`config.mk`:
```
export PLATFORM = sky130hd
export DESIGN_NAME = ctl_share_arbiter
export DESIGN_NICKNAME = d
export VERILOG_FILES = /design/src/rtl/arb_pkg.sv /design/src/rtl/arb_own_lock.sv /design/src/rtl/arb_irq_route.sv /design/src/rtl/arb_tick_gate.sv /design/src/rtl/ctl_share_arbiter.sv
export SDC_FILE = /design/constraint.sdc
export NUM_CORES = 1
export LEC_CHECK = 0
export BUFFER_PORTS_ARGS = -buffer_cell sky130_fd_sc_hd__buf_4
export CAP_MARGIN = 5
export CORE_MARGIN = 1
export CORE_UTILIZATION = 43
export DETAILED_ROUTE_END_ITERATION = 12
export PLACE_DENSITY = 0.82
export SYNTH_ARGS = -nofsm -noshare
export SYNTH_HDL_FRONTEND = slang
export SYNTH_SLANG_ARGS = --single-unit
```
`constraint.sdc`:
```
create_clock -name clk -period 1.6 [get_ports clk]
set_clock_uncertainty 0.2 [all_clocks]
set_input_delay 0.16 -clock clk [delete_from_list [all_inputs] [get_ports clk]]
set_output_delay 0.16 -clock clk [all_outputs]
set_load 0.02 [all_outputs]
```
`src/rtl/arb_pkg.sv`:
```
package arb_pkg;
  localparam int DISK_ID = 0;
  localparam int TAPE_ID = 1;

  // Next state of one timer bit: only an unambiguous request moves it.
  function automatic logic timer_next(logic cur, logic on, logic off);
    if (on && !off) return 1'b1;
    if (off && !on) return 1'b0;
    return cur;
  endfunction
endpackage

```
`src/rtl/arb_own_lock.sv`:
```
module arb_own_lock #(
  parameter int NCLI = 2
) (
  input  logic            clk,
  input  logic            rst,
  input  logic [NCLI-1:0] claim_req,
  input  logic [NCLI-1:0] release_req,
  output logic [NCLI-1:0] owner,
  output logic [NCLI-1:0] req_ok,
  output logic [NCLI-1:0] req_fail
);
  // Lowest set bit wins: isolates it by two's complement.
  function automatic logic [NCLI-1:0] lowest_bit(logic [NCLI-1:0] v);
    return v & (~v + {{(NCLI-1){1'b0}}, 1'b1});
  endfunction

  logic [NCLI-1:0] clean_claim, clean_rel, conflict;
  logic [NCLI-1:0] rel_hit, rel_miss, grant, deny;
  logic            lock_free, grant_evt, release_evt;
  logic [NCLI-1:0] owner_nxt;

  assign conflict    = claim_req & release_req;
  assign clean_claim = claim_req & ~release_req;
  assign clean_rel   = release_req & ~claim_req;
  assign lock_free   = (owner == '0);
  assign rel_hit     = clean_rel & owner;
  assign rel_miss    = clean_rel & ~owner;
  assign grant       = lock_free ? lowest_bit(clean_claim) : '0;
  assign deny        = clean_claim & ~grant;
  assign grant_evt   = |grant;
  assign release_evt = |rel_hit;

  always_comb begin
    owner_nxt = owner;
    if (release_evt)    owner_nxt = '0;
    else if (grant_evt) owner_nxt = grant;
  end

  always_ff @(posedge clk) begin
    if (rst) begin
      owner    <= '0;
      req_ok   <= '0;
      req_fail <= '0;
    end else begin
      owner    <= owner_nxt;
      req_ok   <= grant | rel_hit;
      req_fail <= deny | rel_miss | conflict;
    end
  end

  a_r6_owner_onehot: assert property (@(posedge clk) disable iff (rst)
    $onehot0(owner));
  a_r6_ok_fail_excl: assert property (@(posedge clk) disable iff (rst)
    (req_ok & req_fail) == '0);
  a_r2_claim_held_fails: assert property (@(posedge clk) disable iff (rst)
    (owner != '0 && claim_req != '0 && release_req == '0) |=>
      (owner == $past(owner) && (req_fail & $past(claim_req)) == $past(claim_req)));
  a_r12_reset_clears_lock: assert property (@(posedge clk)
    rst |=> (owner == '0 && req_ok == '0 && req_fail == '0));

  generate
    for (genvar i = 0; i < NCLI; i++) begin : g_cli
      a_r4_owner_release: assert property (@(posedge clk) disable iff (rst)
        (owner[i] && release_req[i] && !claim_req[i]) |=> (owner == '0 && req_ok[i]));
      a_r5_foreign_release: assert property (@(posedge clk) disable iff (rst)
        (!owner[i] && release_req[i] && !claim_req[i]) |=> req_fail[i]);
      a_r6_quiet_no_pulse: assert property (@(posedge clk) disable iff (rst)
        (!claim_req[i] && !release_req[i]) |=> (!req_ok[i] && !req_fail[i]));
    end
    if (NCLI >= 2) begin : g_prio
      a_r1_free_claim_disk: assert property (@(posedge clk) disable iff (rst)
        (owner == '0 && claim_req[0] && !release_req[0]) |=> (owner[0] && req_ok[0]));
      a_r3_disk_priority: assert property (@(posedge clk) disable iff (rst)
        (owner == '0 && claim_req[0] && claim_req[1] && release_req[1:0] == 2'b00)
          |=> (owner[0] && req_fail[1]));
    end
  endgenerate
endmodule

```
`src/rtl/arb_irq_route.sv`:
```
module arb_irq_route #(
  parameter int NCLI  = 2,
  parameter int CNT_W = 3
) (
  input  logic             clk,
  input  logic             rst,
  input  logic [NCLI-1:0]  owner,
  input  logic             ctl_irq,
  input  logic             int_cnt_wr,
  input  logic [CNT_W-1:0] int_cnt_din,
  input  logic             cmd_cnt_wr,
  input  logic [CNT_W-1:0] cmd_cnt_din,
  output logic [NCLI-1:0]  irq_out,
  output logic [CNT_W-1:0] int_cnt,
  output logic [CNT_W-1:0] cmd_cnt
);
  // Count update: interrupt invalidates, otherwise a write loads.
  function automatic logic [CNT_W-1:0] count_next(logic irq, logic wr,
                                                  logic [CNT_W-1:0] din,
                                                  logic [CNT_W-1:0] cur);
    if (irq) return '0;
    if (wr)  return din;
    return cur;
  endfunction

  logic [NCLI-1:0] route_evt;
  assign route_evt = ctl_irq ? owner : '0;

  always_ff @(posedge clk) begin
    if (rst) begin
      irq_out <= '0;
      int_cnt <= '0;
      cmd_cnt <= '0;
    end else begin
      irq_out <= route_evt;
      int_cnt <= count_next(ctl_irq, int_cnt_wr, int_cnt_din, int_cnt);
      cmd_cnt <= count_next(ctl_irq, cmd_cnt_wr, cmd_cnt_din, cmd_cnt);
    end
  end

  a_r7_irq_to_owner: assert property (@(posedge clk) disable iff (rst)
    ctl_irq |=> irq_out == $past(owner));
  a_r7_no_irq_quiet: assert property (@(posedge clk) disable iff (rst)
    !ctl_irq |=> irq_out == '0);
  a_r8_irq_clears_counts: assert property (@(posedge clk) disable iff (rst)
    ctl_irq |=> (int_cnt == '0 && cmd_cnt == '0));
  a_r8_write_loads: assert property (@(posedge clk) disable iff (rst)
    (!ctl_irq && int_cnt_wr) |=> int_cnt == $past(int_cnt_din));
endmodule

```
`src/rtl/arb_tick_gate.sv`:
```
module arb_tick_gate #(
  parameter int NCLI = 2
) (
  input  logic            clk,
  input  logic            rst,
  input  logic [NCLI-1:0] tmr_on_req,
  input  logic [NCLI-1:0] tmr_off_req,
  input  logic            tick_in,
  output logic [NCLI-1:0] tick_out,
  output logic            tick_en
);
  import arb_pkg::*;

  logic [NCLI-1:0] tmr_bits, tmr_nxt;

  generate
    for (genvar i = 0; i < NCLI; i++) begin : g_bit
      assign tmr_nxt[i] = timer_next(tmr_bits[i], tmr_on_req[i], tmr_off_req[i]);

      a_r9_on_enables: assert property (@(posedge clk) disable iff (rst)
        (tmr_on_req[i] && !tmr_off_req[i]) |=> (tick_en && tmr_bits[i]));
      a_r10_redundant_off: assert property (@(posedge clk) disable iff (rst)
        (!tmr_bits[i] && !tmr_on_req[i]) |=> !tmr_bits[i]);
      a_r10_both_ignored: assert property (@(posedge clk) disable iff (rst)
        (tmr_on_req[i] && tmr_off_req[i]) |=> tmr_bits[i] == $past(tmr_bits[i]));
    end
  endgenerate

  always_ff @(posedge clk) begin
    if (rst) begin
      tmr_bits <= '0;
      tick_out <= '0;
    end else begin
      tmr_bits <= tmr_nxt;
      tick_out <= tick_in ? tmr_bits : '0;
    end
  end

  assign tick_en = |tmr_bits;

  a_r11_tick_forward: assert property (@(posedge clk) disable iff (rst)
    tick_in |=> tick_out == $past(tmr_bits));
  a_r11_no_tick_quiet: assert property (@(posedge clk) disable iff (rst)
    !tick_in |=> tick_out == '0);
  a_r12_reset_timers: assert property (@(posedge clk)
    rst |=> (!tick_en && tick_out == '0));
endmodule

```
`src/rtl/ctl_share_arbiter.sv`:
```
module ctl_share_arbiter #(
  parameter int NCLI  = 2,
  parameter int CNT_W = 3
) (
  input  logic             clk,
  input  logic             rst,
  input  logic [NCLI-1:0]  claim_req,
  input  logic [NCLI-1:0]  release_req,
  output logic [NCLI-1:0]  req_ok,
  output logic [NCLI-1:0]  req_fail,
  input  logic             ctl_irq,
  output logic [NCLI-1:0]  irq_out,
  input  logic             int_cnt_wr,
  input  logic [CNT_W-1:0] int_cnt_din,
  input  logic             cmd_cnt_wr,
  input  logic [CNT_W-1:0] cmd_cnt_din,
  output logic [CNT_W-1:0] int_cnt,
  output logic [CNT_W-1:0] cmd_cnt,
  input  logic [NCLI-1:0]  tmr_on_req,
  input  logic [NCLI-1:0]  tmr_off_req,
  input  logic             tick_in,
  output logic [NCLI-1:0]  tick_out,
  output logic             tick_en
);
  logic [NCLI-1:0] owner;

  arb_own_lock #(.NCLI(NCLI)) u_lock (
    .clk(clk), .rst(rst), .claim_req(claim_req), .release_req(release_req),
    .owner(owner), .req_ok(req_ok), .req_fail(req_fail)
  );

  arb_irq_route #(.NCLI(NCLI), .CNT_W(CNT_W)) u_route (
    .clk(clk), .rst(rst), .owner(owner), .ctl_irq(ctl_irq),
    .int_cnt_wr(int_cnt_wr), .int_cnt_din(int_cnt_din),
    .cmd_cnt_wr(cmd_cnt_wr), .cmd_cnt_din(cmd_cnt_din),
    .irq_out(irq_out), .int_cnt(int_cnt), .cmd_cnt(cmd_cnt)
  );

  arb_tick_gate #(.NCLI(NCLI)) u_tick (
    .clk(clk), .rst(rst), .tmr_on_req(tmr_on_req), .tmr_off_req(tmr_off_req),
    .tick_in(tick_in), .tick_out(tick_out), .tick_en(tick_en)
  );
endmodule

```
==> summary.txt, run 1 <==
Worst setup path
  • Critical path's largest stage delay: 0.56 ns
  • Worst reg2reg path startpoint: u_lock.owner[0]
  • WP data required: 1.59 ns
  • Critical path buffers and inverters: 3
  • Crit. End Element: flop
  • Cell Chain, Critical Path: dlygate4sd3_1 > buf_4 > mux2i_1 > dlygate4sd3_1 > nor2_1
  • Crit path max fanout: 1
  • Worst-case reg-to-reg path depth: 2
  • R2r setup slk: 0.19 ns
  • CP arrival: 1.57 ns
  • CP max-delay cell: dlygate4sd3_1
  • Worst setup SP type: input pin
  • Critical path's top delay family: buffers and inverters
  • CP most frequent cell: dlygate4sd3_1
  • Crit Reg-Reg Endpoint: u_lock.owner[1]
  • CP Class: in2reg

Placement
  • Pre-CTS setup slack: 0.1122 ns
  • GP Congestion: 0.7168
  • Port Buffers: 34
  • Post-DP HPWL: 1088 µm

CTS
  • Reg clk slew, reported paths: 0.09 ns
  • Post-CTS Setup Repair Bufs: 0
  • Clk buf depth: 2
  • H-tree lvl count: 1
  • Num CTS Buffers: 3
  • CTS tree: done
  • Clock latency at the later pin of the worst-skew pair: 0.30 ns
  • CTS sink cnt: 18
  • Clk root buf: clkbuf_4

STA
  • Final slew viol count: 0
  • Setup TNS: 0 ns
  • Final Hold Fails: 1
  • RSZ-0062 raised after global routing: no
  • Worst Slack Setup Final: 0.02659 ns
  • Final period utilization: 0.9834
  • Worst hold slack: -0.04554 ns
  • Worst-Margin Slew: 0.3009 ns
  • Period minus WS final: 1.573 ns
  • # setup viols final: 0
  • Worst slew margin: 0.7942
  • FMAX: 0.6356 GHz

Power
  • Worst IR Drop VDD: 600.4 µV
  • P_leak: 0.5601 nW
  • PD cells: 828.8 nW/µm²

Synth
  • Top cell type's share of synthesized area: 0.5115
  • Largest cells by area after synthesis: dfxtp_1 51%, mux2i_1 8.5%, nor2_1 6.9%, and3b_1 5.0%, ha_1 3.6%
  • Sequential area share after synthesis: 0.5115
  • Simple-gate area share of the yosys netlist: 0.2238
  • Yosys warning count: 0
  • Post-synth top area cell: dfxtp_1
  • Post-Syn Area: 704.4 µm²
  • Unique masters post-synth: 20
  • Syn avg cell area: 10.06 µm²
  • Main combinational cell family by area after synthesis: simple AND/OR/NAND/NOR gates
  • #FFs+latches synth: 18
  • Post-Syn Nets: 92
  • Adder-cell area share of the yosys netlist: 0.03552
  • Xor-xnor portion of the synthesized cell area: 0
  • Post-synthesis mux area share: 0.08526
  • Area fraction in compound gates after synthesis: 0.1012
  • Cell count after synthesis: 70

Detailed routing
  • Routed vias: 688
  • Initial DRC Count: 6
  • Routed WL per cell: 13.62 µm
  • DRT Pass-1 Iters: 2
  • Vias per std cell: 5.059
  • Final wirelength: 1852 µm
  • Final ANT Viol Nets: 0
  • Remaining DRCs: 0

Global route
  • Largest net degree at the start of global routing: 15
  • GRT Total Usage: 0.2355
  • Global route overflow: 0
  • First-pass GRT wire length: 3118 µm
  • Vias in the first global route: 694
  • Initial antenna violation count: 0

Flow run
  • Max-Cap Viols: 0

Floorplan
  • Die height: 42.48 µm
  • I/O pins: 35
  • Die area: 1804 µm²
  • Total core area: 1524 µm²
  • Initial cell density of the core: 0.4622
  • Row count: 14
  • Chip width: 42.48 µm

Worst hold path
  • Worst Hold Depth: 3
  • Worst hold start: cmd_cnt_wr
  • Hold Path End: u_route.cmd_cnt[0]
  • Worst min path class: in2reg

Final layout
  • # nets final: 143
  • Layout cells sized above 1: 0.3583
  • Area Growth Syn to Fin: 63.77%
  • Antenna diodes: 0

Outcome
  • Failing checks: negative hold slack
  • Status: finished, violations left
what timing repair did:
action,CTS,global route
endpoints found under the setup margin,0,6
gates resized for setup,0,1
hold buffers,19,2
hold endpoints to repair,18,3
report_power, final:
group / total [mW] / internal [mW] / switching [mW]
clock network: 0.277 / 0.139 / 0.138
registers: 0.483 / 0.470 / 0.0135
logic: 0.196 / 0.111 / 0.0847
worst reg2reg max path: cells and delay by family (launching register included):
family / cells / cell delay, ns
flip-flops: 1 / 0.32
AND/OR/NAND/NOR: 1 / 0.52
AO/OA/AOI/OAI: 1 / 0.28
flip-flops by register name (all words and copies together), names as in the netlist:
register         count
u_tick.tick_out      2
u_lock.req_fail      2
u_route.int_cnt      3
u_route.cmd_cnt      3
u_tick.tmr_bits      2
u_route.irq_out      2
u_lock.req_ok        2
u_lock.owner         2
final cells by class:
type	count	area [µm²]
repair buffers	50	415.4
multi-input cells	46	314.1
fillers	112	370.4
inverters	2	7.507
well taps	16	20.02
clock buffers	4	36.28
flip-flops and latches	18	360.3
metrics by stage:
step | instance area, µm² | power, mW | utilization | hold WS [ns] | instances
2_1_floorplan | 704.4 | 0.5755 | - | 0.04306 | 70
3_3_place_gp | 964.7 | 0.6478 | 0.6330 | 0.2012 | 117
3_5_place_dp | 964.7 | 0.6538 | 0.6330 | 0.2051 | 117
4_1_cts | 1191 | 0.9624 | 0.7816 | 0.009378 | 140
5_1_grt | 1154 | 1.011 | 0.7570 | 0.006964 | 136
6_report | 1154 | 0.9561 | 0.7570 | -0.04554 | 136
Yosys cell counts:
library cell,n
nor2_1,13
nand2b_1,3
a221oi_2,1
a22oi_1,1
clkbuf_1,3
mux2i_1,6
o21ai_0,1
o31ai_1,2
or2_2,2
dfxtp_1,18
or4b_4,1
a21oi_1,4
or3b_2,1
inv_1,2
nor2b_1,2
nand2_1,2
ha_1,2
buf_6,1
a2111oi_0,1
and3b_1,4
logic make-up (layout without fill, tap and decap cells):
logic type | after synthesis | after routing
mux | 6 | 6
buf+inv | 6 | 56
compound gates | 10 | 10
simple gates | 28 | 28
flops | 18 | 18
fa+ha+maj | 2 | 2
metal layers:
metal	part of all wire	up-vias	GRT usage
met1	0.43	316	0.2567
met5	0	-	0
met4	0.0086	0	0.05625
met3	0.057	2	0.08621
met2	0.51	30	0.4277
li1	-	340	-
worst max path at each step:
stage | startpoint | to | slack (ns) | depth (start not counted)
after global placement | claim_req[0] | u_lock.owner[1] | 0.16 | 4
after floorplan | u_lock.owner[0] | u_lock.owner[1] | 0.15 | 3
after global routing | cmd_cnt_din[2] | u_route.cmd_cnt[2] | 0.006 | 5
final | cmd_cnt_din[2] | u_route.cmd_cnt[2] | 0.03 | 5
after CTS | release_req[1] | u_lock.owner[1] | 0.01 | 4
after detailed placement | claim_req[0] | u_lock.owner[1] | 0.11 | 4
cell usage in the layout (no fill, tap or decap), drive strengths merged:
cell,instances
a2111oi,1
a21oi,4
a221oi,1
a22oi,1
and3b,4
buf,34
clkbuf,4
dfxtp,18
dlygate4sd3,16
ha,2
inv,2
mux2i,6
nand2,2
nand2b,3
nor2,13
nor2b,2
o21ai,1
o31ai,2
or2,2
or3b,1
or4b,1
No activity file was read; power rests on OpenSTA's default activity.
==> inputs of run 2 (changes only) <==
--- a/config.mk
+++ b/config.mk
@@ -11,6 +11,7 @@
 export CORE_UTILIZATION = 43
 export DETAILED_ROUTE_END_ITERATION = 12
 export PLACE_DENSITY = 0.82
+export REMOVE_ABC_BUFFERS = 1
 export SYNTH_ARGS = -nofsm -noshare
 export SYNTH_HDL_FRONTEND = slang
 export SYNTH_SLANG_ARGS = --single-unit
==> summary.txt, run 2 (synthesis gave the netlist of run 1 again) <==
STA
  • Worst slew margin: 0.7103 (-0.08390)
  • FMAX: 0.6376 GHz (+0.31%)
  • Setup TNS: 0 ns (unchanged)
  • RSZ-0062 raised after global routing: no
  • Worst hold slack: -0.03466 ns (+0.01088 ns)
  • Final slew viol count: 0 (unchanged)
  • # setup viols final: 0 (unchanged)
  • Period minus WS final: 1.568 ns (-0.004917 ns)
  • Final period utilization: 0.9803 (-0.003073)
  • Final Hold Fails: 2 (+1)
  • Worst-Margin Slew: 0.4236 ns (+0.1227 ns)

CTS
  • Reg clk slew, reported paths: 0.09 ns (about the same)
  • CTS sink cnt: 18 (unchanged)
  • CTS tree: done
  • Clock latency at the later pin of the worst-skew pair: 0.28 ns (-0.02 ns)
  • Num CTS Buffers: 3 (unchanged)
  • H-tree lvl count: 1 (unchanged)
  • Clk buf depth: 2 (unchanged)
  • Clk root buf: clkbuf_4

Placement
  • Post-Place Cell Area: 964.7 µm² (unchanged)
  • Placed cell count: 117 (unchanged)
  • Post-DP HPWL: 1026 µm (-5.7%)
  • Port Buffers: 34 (unchanged)
  • GP Congestion: 0.7035 (-1.9%)

Detailed routing
  • DRT Pass-1 Iters: 3 (+1)
  • Final wirelength: 1702 µm (-8.1%)
  • Routed vias: 684 (-0.58%)
  • Vias per std cell: 5.029 (-0.58%)
  • Initial DRC Count: 3 (-3)
  • Final ANT Viol Nets: 0 (unchanged)
  • Remaining DRCs: 0 (unchanged)
  • Routed WL per cell: 12.51 µm (-8.1%)

Worst setup path
  • CP Class: in2reg
  • Worst reg2reg path startpoint: u_lock.owner[0]
  • Crit Reg-Reg Endpoint: u_lock.owner[1]
  • Worst setup SP type: input pin
  • CP arrival: 1.56 ns (about the same)
  • WP data required: 1.59 ns (about the same)
  • Crit path max fanout: 1 (unchanged)
  • R2r setup slk: 0.20 ns (about the same)
  • Crit. End Element: flop
  • Worst-case reg-to-reg path depth: 2 (unchanged)
  • Worst setup startpoint: cmd_cnt_din[0]

Flow run
  • Max-Cap Viols: 0 (unchanged)

Worst hold path
  • Worst Hold Depth: 3 (unchanged)
  • Worst hold start: cmd_cnt_wr
  • Hold Path End: u_route.cmd_cnt[1]
  • Worst min path class: in2reg

Floorplan
  • Total core area: 1524 µm² (unchanged)
  • Row count: 14 (unchanged)
  • I/O pins: 35 (unchanged)
  • Chip width: 42.48 µm (unchanged)
  • Die area: 1804 µm² (unchanged)
  • Die height: 42.48 µm (unchanged)
  • Initial cell density of the core: 0.4622 (unchanged)

Final layout
  • # nets final: 143 (unchanged)
  • Fillers: 117 (+4.5%)
  • Layout cells sized above 1: 0.3750 (+0.01667)
  • Final Instance Count excl. Fillers: 136 (unchanged)
  • Most frequent cells in the layout: 34 x buf_4, 17 x dfxtp_1, 13 x nor2_1, 13 x dlygate4sd3_1, 6 x mux2i_1
  • Antenna diodes: 0 (unchanged)
  • Util after Layout: 0.7619 (+0.004926)
  • Post-route cell area: 1161 µm² (+0.65%)
  • Most common cell after layout, fill and taps aside: buf_4
  • Largest regs: u_route.cmd_cnt x3, u_route.int_cnt x3
  • Area Growth Syn to Fin: 64.83%

Global route
  • First-pass GRT wire length: 2980 µm (-4.4%)
  • Initial antenna violation count: 0 (unchanged)
  • Largest net degree at the start of global routing: 15 (unchanged)
  • Vias in the first global route: 727 (+4.8%)
  • GRT Total Usage: 0.2147 (-0.02083)
  • Global route overflow: 0 (unchanged)

Power
  • P_leak: 0.5847 nW (+4.4%)
  • PD cells: 818.4 nW/µm² (-1.3%)
  • Worst IR Drop VDD: 625.3 µV (+4.1%)

Outcome
  • Failing checks: negative hold slack
  • Status: finished, violations left
run 2: cell count changes in the layout (fill, tap and decap cells not counted):
cell,delta
buf_6,+1
dfxtp_2,+1
dfxtp_1,-1
dlymetal6s4s_1,+2
dlygate4sd3_1,-3
run 2: timing repair:
action                                 in CTS  in global routing
resized for setup                           0                  5
endpoints found under the hold margin      18                  1
hold buffers                               19                  1
buffers inserted                            0                  0
setup endpoints to repair                   0                  7
run 2: power breakdown:
group	switching (mW)	leakage, nW	internal [mW]
combinational	0.0842	0.416	0.113
sequential	0.0132	0.148	0.470
clock	0.131	0.0210	0.139
total	0.228	0.585	0.722
run 2: worst max-delay path by stage:
stage          slack (ns)            endpoint  depth (start not counted)
2_1_floorplan        0.18     u_lock.owner[1]                          2
3_3_place_gp         0.16     u_lock.owner[1]                          4
3_5_place_dp         0.14     u_lock.owner[1]                          4
4_1_cts             0.009     u_lock.owner[1]                          4
5_1_grt             0.008  u_route.cmd_cnt[0]                          5
6_report             0.03  u_route.cmd_cnt[0]                          5
run 2: metal layers:
metal,up-vias,track usage,part of all wire
met5,-,0,0
met4,0,0.08125,0.010
met3,4,0.06897,0.073
met2,33,0.4123,0.51
met1,310,0.2075,0.41
li1,337,-,-
run 2: critical path, cell delays in order:
cell,delay (ns)
dlygate4sd3_1,0.54
buf_4,0.13
mux2i_1,0.11
dlygate4sd3_1,0.57
nor2_1,0.04
run 2: area by class of cell:
type | instances | area (µm²) | area share
Clock buffer | 4 | 36.28 | 0.03125
Tap cell | 16 | 20.02 | 0.01724
Multi-Input combinational cell | 46 | 314.1 | 0.2705
Inverter | 2 | 7.507 | 0.006466
Timing Repair Buffer | 50 | 421.7 | 0.3631
Sequential cell | 18 | 361.6 | 0.3114
run 2: metrics by stage:
step / worst slack, ns / total power, mW
after floorplan: 0.1800 / 0.5681
after global placement: 0.1612 / 0.6471
after detailed placement: 0.1352 / 0.6536
after CTS: 0.008526 / 0.9583
after global routing: 0.008457 / 1.006
final: 0.03151 / 0.9503
==> inputs of run 3 (changes only) <==
==> constraint.sdc (replaced) <==
create_clock -name clk -period 1.6 [get_ports clk]
set_clock_uncertainty 0.2 [all_clocks]
set_input_delay 0 -clock clk [delete_from_list [all_inputs] [get_ports clk]]
set_output_delay 0 -clock clk [all_outputs]
set_load 0.02 [all_outputs]
==> summary.txt, run 3 (synthesis gave the netlist of run 1 again) <==
Outcome
  • Status: complete, no violations

CTS
  • Clock latency at the later pin of the worst-skew pair: 0.30 ns (+0.02 ns)
  • CTS tree: done
  • # resized after CTS: 0 (unchanged)
  • H-tree lvl count: 1 (unchanged)
  • Post-CTS Setup Repair Bufs: 0 (unchanged)
  • CTS sink cnt: 18 (unchanged)
  • Clk buf depth: 2 (unchanged)
  • Reg clk slew, reported paths: 0.10 ns (about the same)
  • Clk root buf: clkbuf_4
  • Num CTS Buffers: 3 (unchanged)

STA
  • Worst hold slack: 0.3006 ns (+0.3353 ns)
  • Worst-Margin Slew: 0.3150 ns (-0.1086 ns)
  • RSZ-0062 raised after global routing: no
  • Worst slew margin: 0.7846 (+0.07426)
  • # setup viols final: 0 (unchanged)
  • Period minus WS final: 1.565 ns (-0.003913 ns)
  • FMAX: 0.6392 GHz (+0.25%)
  • Final Hold Fails: 0 (-2)
  • Final period utilization: 0.9779 (-0.002446)
  • Setup TNS: 0 ns (unchanged)
  • Final slew viol count: 0 (unchanged)

Detailed routing
  • Remaining DRCs: 0 (unchanged)
  • Final ANT Viol Nets: 0 (unchanged)
  • Routed vias: 712 (+4.1%)
  • Initial DRC Count: 2 (-1)
  • DRT Pass-1 Iters: 3 (unchanged)
  • Routed WL per cell: 13.16 µm (+5.1%)
  • Vias per std cell: 4.910 (-2.4%)
  • Final wirelength: 1908 µm (+12%)

Final layout
  • Fillers: 93 (-21%)
  • # nets final: 152 (+6.3%)
  • Most frequent cells in the layout: 35 x buf_4, 24 x dlygate4sd3_1, 18 x dfxtp_1
  • Layout cells sized above 1: 0.3411 (-0.03391)
  • Reg area: 360.3 µm² (-0.35%)
  • Area of the multi-input gates: 314.1 µm² (unchanged)
  • Final Instance Count excl. Fillers: 145 (+6.6%)
  • Largest regs: u_route.cmd_cnt x3, u_route.int_cnt x3
  • Antenna diodes: 0 (unchanged)
  • Area Growth Syn to Fin: 76.20%
  • Most common cell after layout, fill and taps aside: buf_4

Worst setup path
  • Critical path buffers and inverters: 2 (-1)
  • CP Class: in2reg
  • Cell Chain, Critical Path: dlygate4sd3_1 > buf_4 > nor2b_1 > or4b_4 > a221oi_2
  • CP arrival: 1.58 ns (+0.02 ns)
  • Worst setup SP type: input pin
  • Crit. End Element: flop
  • Critical path's top delay family: buffers and inverters
  • WP data required: 1.61 ns (+0.02 ns)
  • CP max-delay cell: dlygate4sd3_1
  • Critical path's largest stage delay: 0.54 ns (-0.03 ns)
  • Crit path max fanout: 4 (+3)

Floorplan
  • Die area: 1804 µm² (unchanged)
  • Total core area: 1524 µm² (unchanged)
  • Row count: 14 (unchanged)
  • I/O pins: 35 (unchanged)
  • Initial cell density of the core: 0.4622 (unchanged)
  • Chip width: 42.48 µm (unchanged)
  • Die height: 42.48 µm (unchanged)

Worst hold path
  • Worst min path class: in2reg

Global route
  • Met1 Use GR: 0.2534 (+0.04582)
  • Global route hottest layer: met2
  • GRT Total Usage: 0.2415 (+0.02683)
  • Met3 usage: 0.03448 (-0.03448)
  • Largest net degree at the start of global routing: 15 (unchanged)
  • Met2 Usage GRT: 0.4800 (+0.06769)
  • Global route overflow: 0 (unchanged)
  • First-pass GRT wire length: 3187 µm (+6.9%)
  • Vias in the first global route: 736 (+1.2%)
  • Initial antenna violation count: 0 (unchanged)

Placement
  • Placed cell count: 117 (unchanged)
  • GP Congestion: 0.7011 (-0.34%)
  • Port Buffers: 34 (unchanged)
  • Post-DP HPWL: 1051 µm (+2.4%)

Power
  • P_leak: 0.5948 nW (+1.7%)
  • Worst IR Drop VDD: 567.4 µV (-9.3%)
  • PD cells: 787.1 nW/µm² (-3.8%)

Flow run
  • Max-Cap Viols: 0 (unchanged)
[run 3: cell types whose count changed in the layout (fill, tap and decap cells not counted)]
cell | previous run | this run
buf_4 | 34 | 35
buf_6 | 1 | 0
dfxtp_1 | 17 | 18
dfxtp_2 | 1 | 0
dlygate4sd3_1 | 13 | 24
dlymetal6s4s_1 | 2 | 0
o21ai_0 | 0 | 1
o21ai_1 | 1 | 0
[run 3: path summary, 6_finish.rpt]
path                                          from  depth (start not counted)  slack [ns]                  to
worst max-delay path                  claim_req[0]                          5        0.04     u_lock.owner[1]
worst min-delay path                       tick_in                          3        0.30  u_tick.tick_out[1]
worst max register to register  u_route.int_cnt[0]                          3        0.20  u_route.int_cnt[0]
worst min register to register  u_tick.tmr_bits[0]                          2        0.33  u_tick.tmr_bits[0]
[run 3: worst reg2reg max path: stages, from the launching register on]
cell and delay, ns:
dfxtp_1 0.34, mux2i_1 0.16, dlygate4sd3_1 0.57, nor2_1 0.04
[run 3: per-stage QoR]
| step | setup WS, ns | instance area (µm²) | power [mW] | utilization |
|---|---|---|---|---|
| 2_1_floorplan | 0.1800 | 681.9 | 0.5681 | - |
| 3_3_place_gp | 0.2640 | 964.7 | 0.6469 | 0.6330 |
| 3_5_place_dp | 0.2427 | 964.7 | 0.6526 | 0.6330 |
| 4_1_cts | 0.06515 | 1241 | 0.9761 | 0.8145 |
| 5_1_grt | 0.03289 | 1241 | 1.028 | 0.8145 |
| 6_report | 0.03542 | 1241 | 0.9770 | 0.8145 |
[run 3: per-layer routing]
layer	vias up	part of all wire
met4	0	0.0079
met1	319	0.41
met3	2	0.057
met2	33	0.53
met5	-	0
li1	358	-
[run 3: timing repair]
action,in CTS,in global routing
endpoints found under the setup margin,0,0
hold buffers,24,0
hold endpoints to repair,18,0
[run 3: final cells by class]
class / count / area share
clock buffer: 4 / 0.02923
inverter: 2 / 0.006048
multi-input combinational: 46 / 0.2530
sequential: 18 / 0.2903
tap: 16 / 0.01613
timing repair buffer: 59 / 0.4052
[run 3: power by group]
group	leakage (nW)	internal, mW	total, mW	switching [mW]
registers	0.147	0.470	0.483	0.0129
logic	0.426	0.127	0.215	0.0885
clock network	0.0210	0.139	0.279	0.140
